**config.mk**
```make
export PLATFORM = sky130hd
export DESIGN_NAME = pwm_action_qual
export DESIGN_NICKNAME = d
export VERILOG_FILES = /design/src/rtl/pwm_aq_pkg.sv /design/src/rtl/pwm_aq_ctrl.sv /design/src/rtl/pwm_aq_datapath.sv /design/src/rtl/pwm_action_qual.sv
export SDC_FILE = /design/constraint.sdc
export NUM_CORES = 1
export LEC_CHECK = 0
export BUFFER_PORTS_ARGS = -buffer_cell sky130_fd_sc_hd__buf_2
export CORE_ASPECT_RATIO = 0.75
export CORE_MARGIN = 2
export CORE_UTILIZATION = 56
export DETAILED_ROUTE_END_ITERATION = 10
export HOLD_SLACK_MARGIN = 0.03
export PLACE_DENSITY = 0.87
export SLEW_MARGIN = 20
export SYNTH_ARGS = -nofsm -noshare
export SYNTH_HDL_FRONTEND = slang
export SYNTH_SLANG_ARGS = --single-unit
```
**constraint.sdc**
```tcl
create_clock -name clk -period 2.85 [get_ports clk]
set_input_delay 0.4275 -clock clk [delete_from_list [all_inputs] [get_ports clk]]
set_output_delay 0.4275 -clock clk [all_outputs]
set_load 0.02 [all_outputs]
```
**src/rtl/pwm_aq_pkg.sv**
```systemverilog
package pwm_aq_pkg;
  localparam int CNT_W   = 16;
  localparam int ADDR_W  = 8;
  localparam int DATA_W  = 16;
  localparam int NUM_OUT = 2;
  localparam int ACT_W   = 10;

  localparam logic [7:0] OFF_CMPA   = 8'h12;
  localparam logic [7:0] OFF_CMPB   = 8'h14;
  localparam logic [7:0] OFF_ACTA   = 8'h16;
  localparam logic [7:0] OFF_ACTB   = 8'h18;
  localparam logic [7:0] OFF_RELOAD = 8'h1A;
  localparam logic [7:0] OFF_FORCE  = 8'h1C;

  typedef enum logic [1:0] {
    ACT_NONE   = 2'b00,
    ACT_LOW    = 2'b01,
    ACT_HIGH   = 2'b10,
    ACT_TOGGLE = 2'b11
  } actCode_e;

  typedef struct packed {
    logic tick;
    logic zero;
    logic prd;
    logic cmpAUp;
    logic cmpBUp;
  } evtStrobe_t;

  function automatic logic applyAct(input logic cur, input logic [1:0] code);
    case (code)
      ACT_LOW:    return 1'b0;
      ACT_HIGH:   return 1'b1;
      ACT_TOGGLE: return ~cur;
      default:    return cur;
    endcase
  endfunction
endpackage

```
**src/rtl/pwm_aq_ctrl.sv**
```systemverilog
module pwm_aq_ctrl
  import pwm_aq_pkg::*;
#(
  parameter int CW = CNT_W,
  parameter int AW = ADDR_W,
  parameter int DW = DATA_W,
  parameter int NO = NUM_OUT,
  parameter int AC = ACT_W
) (
  input  logic                     clk,
  input  logic                     rstN,
  input  logic                     tick,
  input  logic [CW-1:0]            cntVal,
  input  logic                     cntUp,
  input  logic                     zeroEvt,
  input  logic                     prdEvt,
  input  logic                     wrEn,
  input  logic [AW-1:0]            wrAddr,
  input  logic [DW-1:0]            wrData,
  output evtStrobe_t               evt,
  output logic [NO-1:0][AC-1:0]    actCfg,
  output logic [NO-1:0][1:0]       effForce
);
  localparam int FW = 2 * NO;

  logic [CW-1:0]         cmpA, cmpB;
  logic [NO-1:0][AC-1:0] actReg;
  logic [1:0]            reloadMode;
  logic [NO-1:0][1:0]    forceShadow, forceLive;
  logic                  loadNow;

  always_comb begin
    case (reloadMode)
      2'b00:   loadNow = tick && zeroEvt;
      2'b01:   loadNow = tick && prdEvt;
      2'b10:   loadNow = tick && (zeroEvt || prdEvt);
      default: loadNow = tick;
    endcase
  end

  always_ff @(posedge clk) begin
    if (!rstN) begin
      cmpA        <= '0;
      cmpB        <= '0;
      actReg      <= '0;
      reloadMode  <= 2'b00;
      forceShadow <= '0;
      forceLive   <= '0;
    end else begin
      if (loadNow) forceLive <= forceShadow;
      if (wrEn) begin
        case (wrAddr)
          AW'(OFF_CMPA):   cmpA        <= wrData[CW-1:0];
          AW'(OFF_CMPB):   cmpB        <= wrData[CW-1:0];
          AW'(OFF_ACTA):   actReg[0]   <= wrData[AC-1:0];
          AW'(OFF_ACTB):   actReg[1]   <= wrData[AC-1:0];
          AW'(OFF_RELOAD): reloadMode  <= wrData[7:6];
          AW'(OFF_FORCE):  forceShadow <= wrData[FW-1:0];
          default: ;
        endcase
      end
    end
  end

  always_comb begin
    evt.tick   = tick;
    evt.zero   = zeroEvt;
    evt.prd    = prdEvt;
    evt.cmpAUp = tick && cntUp && (cntVal == cmpA);
    evt.cmpBUp = tick && cntUp && (cntVal == cmpB);
    actCfg     = actReg;
    effForce   = loadNow ? forceShadow : forceLive;
  end

  a_r8_hold_between_ticks: assert property (@(posedge clk) disable iff (!rstN)
    !tick |=> $stable(forceLive));
  a_r8_zero_mode_waits: assert property (@(posedge clk) disable iff (!rstN)
    (tick && reloadMode == 2'b00 && !zeroEvt) |=> $stable(forceLive));
  a_r8_period_mode_waits: assert property (@(posedge clk) disable iff (!rstN)
    (tick && reloadMode == 2'b01 && !prdEvt) |=> $stable(forceLive));
endmodule

```
**src/rtl/pwm_aq_datapath.sv**
```systemverilog
module pwm_aq_datapath
  import pwm_aq_pkg::*;
#(
  parameter int NO = NUM_OUT,
  parameter int AC = ACT_W
) (
  input  logic                  clk,
  input  logic                  rstN,
  input  evtStrobe_t            evt,
  input  logic [NO-1:0][AC-1:0] actCfg,
  input  logic [NO-1:0][1:0]    effForce,
  output logic [NO-1:0]         pwmOut
);
  for (genvar g = 0; g < NO; g++) begin : gOut
    logic [1:0] pick;
    logic       nxt;

    always_comb begin
      if (evt.cmpBUp && actCfg[g][9:8] != ACT_NONE)      pick = actCfg[g][9:8];
      else if (evt.cmpAUp && actCfg[g][5:4] != ACT_NONE) pick = actCfg[g][5:4];
      else if (evt.prd && actCfg[g][3:2] != ACT_NONE)    pick = actCfg[g][3:2];
      else if (evt.zero && actCfg[g][1:0] != ACT_NONE)   pick = actCfg[g][1:0];
      else                                               pick = ACT_NONE;

      case (effForce[g])
        2'b01:   nxt = 1'b0;
        2'b10:   nxt = 1'b1;
        default: nxt = applyAct(pwmOut[g], pick);
      endcase
    end

    always_ff @(posedge clk) begin
      if (!rstN)         pwmOut[g] <= 1'b0;
      else if (evt.tick) pwmOut[g] <= nxt;
    end

    a_r6_idle_hold: assert property (@(posedge clk) disable iff (!rstN)
      !evt.tick |=> $stable(pwmOut[g]));
    a_r7_force_low: assert property (@(posedge clk) disable iff (!rstN)
      (evt.tick && effForce[g] == 2'b01) |=> !pwmOut[g]);
    a_r7_force_high: assert property (@(posedge clk) disable iff (!rstN)
      (evt.tick && effForce[g] == 2'b10) |=> pwmOut[g]);
  end
endmodule

```
**src/rtl/pwm_action_qual.sv**
```systemverilog
module pwm_action_qual
  import pwm_aq_pkg::*;
(
  input  logic              clk,
  input  logic              rstN,
  input  logic              tick,
  input  logic [CNT_W-1:0]  cntVal,
  input  logic              cntUp,
  input  logic              zeroEvt,
  input  logic              prdEvt,
  input  logic              wrEn,
  input  logic [ADDR_W-1:0] wrAddr,
  input  logic [DATA_W-1:0] wrData,
  output logic              pwmA,
  output logic              pwmB
);
  evtStrobe_t                    evt;
  logic [NUM_OUT-1:0][ACT_W-1:0] actCfg;
  logic [NUM_OUT-1:0][1:0]       effForce;
  logic [NUM_OUT-1:0]            pwmOut;

  pwm_aq_ctrl uCtrl (
    .clk(clk), .rstN(rstN), .tick(tick), .cntVal(cntVal), .cntUp(cntUp),
    .zeroEvt(zeroEvt), .prdEvt(prdEvt), .wrEn(wrEn), .wrAddr(wrAddr),
    .wrData(wrData), .evt(evt), .actCfg(actCfg), .effForce(effForce)
  );

  pwm_aq_datapath uDp (
    .clk(clk), .rstN(rstN), .evt(evt), .actCfg(actCfg),
    .effForce(effForce), .pwmOut(pwmOut)
  );

  assign pwmA = pwmOut[0];
  assign pwmB = pwmOut[1];
endmodule

```
======== Word level (Yosys, flattened, before mapping) ========
Cells that the tools add are included.
word-level totals
  flip-flop bits (word level) ............. 64
  bits in latches ......................... 0
  bits in writable memories ............... 0
  bits in read-only memories .............. 0
  memories kept ........................... 0
cells by class
  add/subtract/negate cells ............... 0
  multiply operators ...................... 0
  div/mod/pow operators ................... 0
  magnitude comparators ................... 0
  equality and inequality tests ........... 20
  shift-type cells ........................ 0
  multiplexer cells ....................... 14
  bitwise operators ....................... 2
  reductions and logical operators ........ 34
operators by type and width
  operator              count
  $eq A8 B5 Y1 const B  6
  $eq A16 B16 Y1        2
  $mux W2               8
  $reduce_and A2 Y1     8
  $reduce_bool A2 Y1    8
  $eq A2 B2 Y1 const B  7
  $logic_and A1 B1 Y1   14
  $eq A2 B1 Y1 const B  5
  $reduce_bool A5 Y1    2
  $pmux W1 S3           3
  $mux W4               1
  $pmux W1 S2           2
  $logic_not A2 Y1      1
  $not A1 Y1            2
  $logic_or A1 B1 Y1    1

======== Longest topological paths before layout ========
  depth in word-level cells ............... 9
  gate-level depth with buffers ........... 15
  gate-level depth less buffers ........... 15

======== Hierarchy ========
From an unflattened synthesis, not the netlist that was laid out.
unflattened totals
  cells, all modules ...................... 355
  area, all modules ....................... 3113.0 sq um
modules (own cells, without submodules)
  module           times used  cells an instance  area an instance (sq um)  seq. area each (sq um)
  pwm_aq_ctrl      1           293                2697.6                    1241.2
  pwm_aq_datapath  1           62                 415.4                     40.0

======== Worst setup path before layout ========
Ideal clock, no wire load.
  kind .................................... reg-to-reg
  from .................................... register uCtrl.reloadMode[0]
  to ...................................... register uDp.pwmOut[0]
  arrival ................................. 2.499 ns
  slack ................................... 0.234 ns
  cell stages (with the launch flop) ...... 14
  cell sequence ........................... dfxtp_1 > inv_1 > ha_1 > a211oi_1 > nor2_1 > o21ai_1 > mux2i_1 > inv_1 > ha_1 > nor2_1 > and4_1 > o31a_1 > a21boi_0 > o2111a_1
RTL lines
  item                             RTL line               RTL
  from (decl)                      pwm_aq_ctrl.sv:28      logic [1:0] reloadMode;
  from (signal assigned)           pwm_aq_ctrl.sv:57      AW'(OFF_RELOAD): reloadMode <= wrData[7:6];
  to (signal, indexed assignment)  pwm_aq_datapath.sv:34  else if (evt.tick) pwmOut[g] <= nxt;
  to (decl)                        pwm_aq_datapath.sv:12  output logic [NO-1:0] pwmOut

======== Worst setup path after layout ========
  from .................................... register uCtrl.cmpB[15]
  to ...................................... register uDp.pwmOut[1]
between the ends
  word-level cells in the longest chain between the ends .. 7
  elaborated cells on any way between the ends .. 11
ends and longest elaborated chain
  item                                               RTL line               RTL
  from (decl)                                        pwm_aq_ctrl.sv:26      logic [CW-1:0] cmpA, cmpB;
  from (signal assigned)                             pwm_aq_ctrl.sv:54      AW'(OFF_CMPB): cmpB <= wrData[CW-1:0];
  $eq A16 B16 Y1 (*)                                 pwm_aq_ctrl.sv:70      evt.cmpBUp = tick && cntUp && (cntVal == cmpB);
  $logic_and A1 B1 Y1 (*)                            pwm_aq_ctrl.sv:70
  $logic_and A1 B1 Y1 (*)                            pwm_aq_datapath.sv:19  if (evt.cmpBUp && actCfg[g][9:8] != ACT_NONE) pick = actCfg[g][9:8];
  $mux W2 (*)                                        pwm_aq_datapath.sv:19
  $eq A2 B2 Y1 or $eq A2 B1 Y1 (tied branches)       pwm_aq_pkg.sv:31       case (code)
  $pmux W1 S3 or $reduce_bool A5 Y1 (tied branches)  --
  $pmux W1 S2 or $reduce_and A2 Y1 (tied branches)   --
Mark *: on every way between the ends. The rest lies on a longest branch, timed or not.
A chain may end at the register's enable or synchronous reset.

==> out/summary.txt <==
TIMING
------------------------------------------------------------------------------
Slew headroom                                                            46.4%
Final min period                                                       2700 ps
Number of max-slew violations in the final report                            0
Fmax achieved                                                        0.371 GHz
Min setup slack post-route                                              152 ps
Final hold slack                                                        354 ps
Final period utilization                                                 94.7%
Tightest Pin Transition                                                 804 ps
Number of hold-slack violations in the final timing report                   0
Post-route clock skew                                                  6.23 ps
Final count of negative-setup-slack endpoints                                0

CRITICAL PATH
------------------------------------------------------------------------------
Setup Crit Path Kind                                              flop to flop
Startpoint type of the worst setup path                                   flop
Critical path peak fanout                                                    4
Cells on worst reg2reg path                                                 11
Critical path endpoint category                                           flop
Data arrival time of the critical path                                 2930 ps
Critical Path RT                                                       3080 ps

SYNTH
------------------------------------------------------------------------------
Simple-gate area share of the yosys netlist                              20.1%
Synthesized-area fraction occupied by ao, oa, aoi and oai cells          6.07%
Number of enable flip-flop cells after synthesis                             0
Multiplexer share of the synthesized area                                19.3%
Mean post-synth cell area                                             9.90 um2
Proportion of synthesized chip area in sequential cells                  39.1%
Async set-or-reset flop fraction in the synthesized netlist                 0%
Top FF cell, synth                                                sky130_fd_sc_hd__dfxtp_1
Xor and xnor area share after synthesis                                  9.13%
Dominant combinational cell family by area after synthesis        simple AND/OR/NAND/NOR gates
Gate count after technology mapping                                        310
Register bit count reported by yosys                                        60
Total standard cell area after synthesis                              3070 um2
Synth cell types                                                            42
Net Count, Synth                                                           365
Adder and majority cell fraction of the synthesized area                 3.26%
Syn. warnings                                                                0

DIE
------------------------------------------------------------------------------
Initial core utilization                                                 57.6%
Overall die area                                                      6100 um2
Number of cell rows                                                         23
Floorplan core area                                                   5320 um2
Die Height                                                             68.1 um
Die Width                                                              89.5 um
Number of top-level pins                                                    49

LAYOUT
------------------------------------------------------------------------------
Total Nets Final                                                           425
P&R area growth vs syn                                                   22.5%
N_diodes                                                                     0
Area occupied by multi-input gates                                    1820 um2
Post-layout util                                                         70.6%
Number of filler instances in the final layout                             396
Share of cells above drive strength 1                                    23.2%
Fin cells                                                                  450
Area occupied by registers                                            1210 um2

RUN STATUS
------------------------------------------------------------------------------
Outcome                                                           complete, no violations

GRT
------------------------------------------------------------------------------
Global-route wire length before repair                                11500 um
Largest net degree at the start of global routing                           61
Remaining global-route overflow                                              0
Via count of the first global-routing pass                                2380
Tot GR Track Use                                                         25.8%
Antenna violations before repair                                             0

POWER AND IR DROP
------------------------------------------------------------------------------
PwrDens                                                             529 nW/um2
Max VDD drop                                                        0.000345 V
Leak pwr                                                               1.55 nW

CTS
------------------------------------------------------------------------------
Clock transition at the registers of the reported paths                  70 ps
TritonCTS clock tree                                                     built
Maximum number of buffers from clock root to sink                            2
Total clock buffers created by CTS                                           9
Skew-Pair Late Insertion Delay                                          340 ps
Sink count of the clock tree                                                60
Clk Tree Root Cell                                                sky130_fd_sc_hd__clkbuf_8
Maximum level of the CTS H-tree                                              3

DETAILED ROUTING
------------------------------------------------------------------------------
Vias                                                                      2379
Post-detailed-route wirelength per cell                                16.2 um
DRC violations left                                                          0
Number of vias per cell                                                   5.29
Total Routed Length                                                    7310 um
Remaining antenna violation count                                            0
Pre-antenna DRT Iters                                                        4
DR iter-0 viols                                                             95

PLACED DESIGN
------------------------------------------------------------------------------
Minimum setup slack after placement                                    -137 ps
Placer Congestion                                                        0.850
Final HPWL DP                                                          5100 um
Port Buf Inserts                                                            48
DP Cell Count                                                              433

FLOW RUN
------------------------------------------------------------------------------
Total of max-cap violations                                                  0

WORST HOLD PATH
------------------------------------------------------------------------------
Worst hold stages                                                            3
Type of the most critical hold path                               primary input to flop

repair_timing:
item                                    in CTS  in global routing
hold buffers                                 0                  0
resized for setup                            1                 11
pin swaps                                    0                  3
endpoints found under the setup margin       1                  2
setup buffers                                0                  1
cloned                                       0                  0
layout make-up:
class / instances / share of cell area, %
Clock buffer: 12 / 3.86
Clock inverter: 4 / 3.19
Inverter: 11 / 1.10
Multi-Input combinational cell: 228 / 48.5
Sequential cell: 60 / 32.1
Tap cell: 75 / 2.50
Timing Repair Buffer: 60 / 8.78
cell usage in the layout (no fill, tap or decap), drive strengths merged, types with 4 or more instances in the layout:
cell,instances
nor2b,58
o21ai,5
nand4,6
buf,60
mux2i,58
dfxtp,60
ha,8
a21oi,4
xnor2,29
nand2,7
inv,11
clkbuf,12
nand3,8
bufinv,4
nor2,8
metal layers:
layer,part of all wire (%),track usage [%]
met5,0,0
met4,1.6,9.14
met3,4.6,7.36
met2,48,43.0
met1,46,32.2
path summary, 6_finish.rpt:
| kind | startpoint | to | slack [ps] |
|---|---|---|---|
| setup / recovery | uCtrl.cmpB[15] | uDp.pwmOut[1] | 150 |
| hold / removal | wrData[10] | uCtrl.cmpB[10] | 350 |
| setup reg to reg | uCtrl.cmpB[15] | uDp.pwmOut[1] | 150 |
| hold reg to reg | uCtrl.cmpB[0] | uCtrl.cmpB[0] | 540 |
state kept, by name, summed over array words and instances (netlist names):
| register | count |
|---|---|
| uCtrl.reloadMode | 2 |
| uDp.pwmOut | 2 |
| uCtrl.forceLive | 4 |
| uCtrl.cmpB | 16 |
| uCtrl.forceShadow | 4 |
| uCtrl.cmpA | 16 |
| uCtrl.actCfg | 16 |
per-stage QoR:
stage / cell area (um2) / setup TNS (ps) / power (mW)
after floorplan: 3070 / 0 / 0.911
after global placement: 3440 / 0 / 0.975
after detailed placement: 3440 / -137 / 0.976
after CTS: 3710 / 0 / 2.00
after global routing: 3760 / -8.95 / 2.05
final: 3760 / 0 / 1.99
cell families (layout without fill, tap and decap cells):
family | Yosys count | in the layout
and+or+nand+nor | 103 | 103
DFF | 60 | 60
muxes | 59 | 59
xor gates and xnor gates | 32 | 32
AOI/OAI and AO/OA | 26 | 26
buffers and inverters | 22 | 87
adders and majority gates | 8 | 8
power by group:
part / switching, mW / internal, mW
sequential: 0.000784 / 0.838
combinational: 0.0612 / 0.0605
clock: 0.336 / 0.694
synthesized netlist by cell type, types with 2 or more instances:
library cell / count / area [um2]
sky130_fd_sc_hd__inv_1: 11 / 41.3
sky130_fd_sc_hd__a21oi_1: 3 / 15.0
sky130_fd_sc_hd__o211ai_1: 2 / 15.0
sky130_fd_sc_hd__ha_1: 8 / 100
sky130_fd_sc_hd__mux2i_1: 58 / 581
sky130_fd_sc_hd__xnor2_1: 29 / 254
sky130_fd_sc_hd__xor2_1: 3 / 26.3
sky130_fd_sc_hd__nand2_1: 7 / 26.3
sky130_fd_sc_hd__nor2b_1: 58 / 363
sky130_fd_sc_hd__nor2_1: 8 / 30.0
sky130_fd_sc_hd__nor3b_1: 2 / 15.0
sky130_fd_sc_hd__a22oi_1: 2 / 15.0
sky130_fd_sc_hd__buf_2: 3 / 15.0
sky130_fd_sc_hd__nand4_1: 6 / 37.5
sky130_fd_sc_hd__o21ai_0: 4 / 20.0
sky130_fd_sc_hd__a211oi_1: 3 / 22.5
sky130_fd_sc_hd__nand3_1: 8 / 40.0
sky130_fd_sc_hd__nor3_1: 3 / 15.0
sky130_fd_sc_hd__clkbuf_1: 7 / 26.3
sky130_fd_sc_hd__nand3b_1: 3 / 22.5
sky130_fd_sc_hd__dfxtp_1: 60 / 1200
sky130_fd_sc_hd__and2_1: 2 / 12.5
critical path, stage by stage, from the launching register on:
cell                      delay, ps
sky130_fd_sc_hd__dfxtp_1        320
sky130_fd_sc_hd__xnor2_1        190
sky130_fd_sc_hd__nand4_1        170
sky130_fd_sc_hd__or4_4          570
sky130_fd_sc_hd__nor2_1         150
sky130_fd_sc_hd__o21ai_1        150
sky130_fd_sc_hd__mux2i_1        240
sky130_fd_sc_hd__ha_1           270
sky130_fd_sc_hd__o31ai_1        260
sky130_fd_sc_hd__nor3_1          80
sky130_fd_sc_hd__a21oi_1        120
sky130_fd_sc_hd__nor2b_1         60
Note: power is estimated with default switching activity, not from simulation.
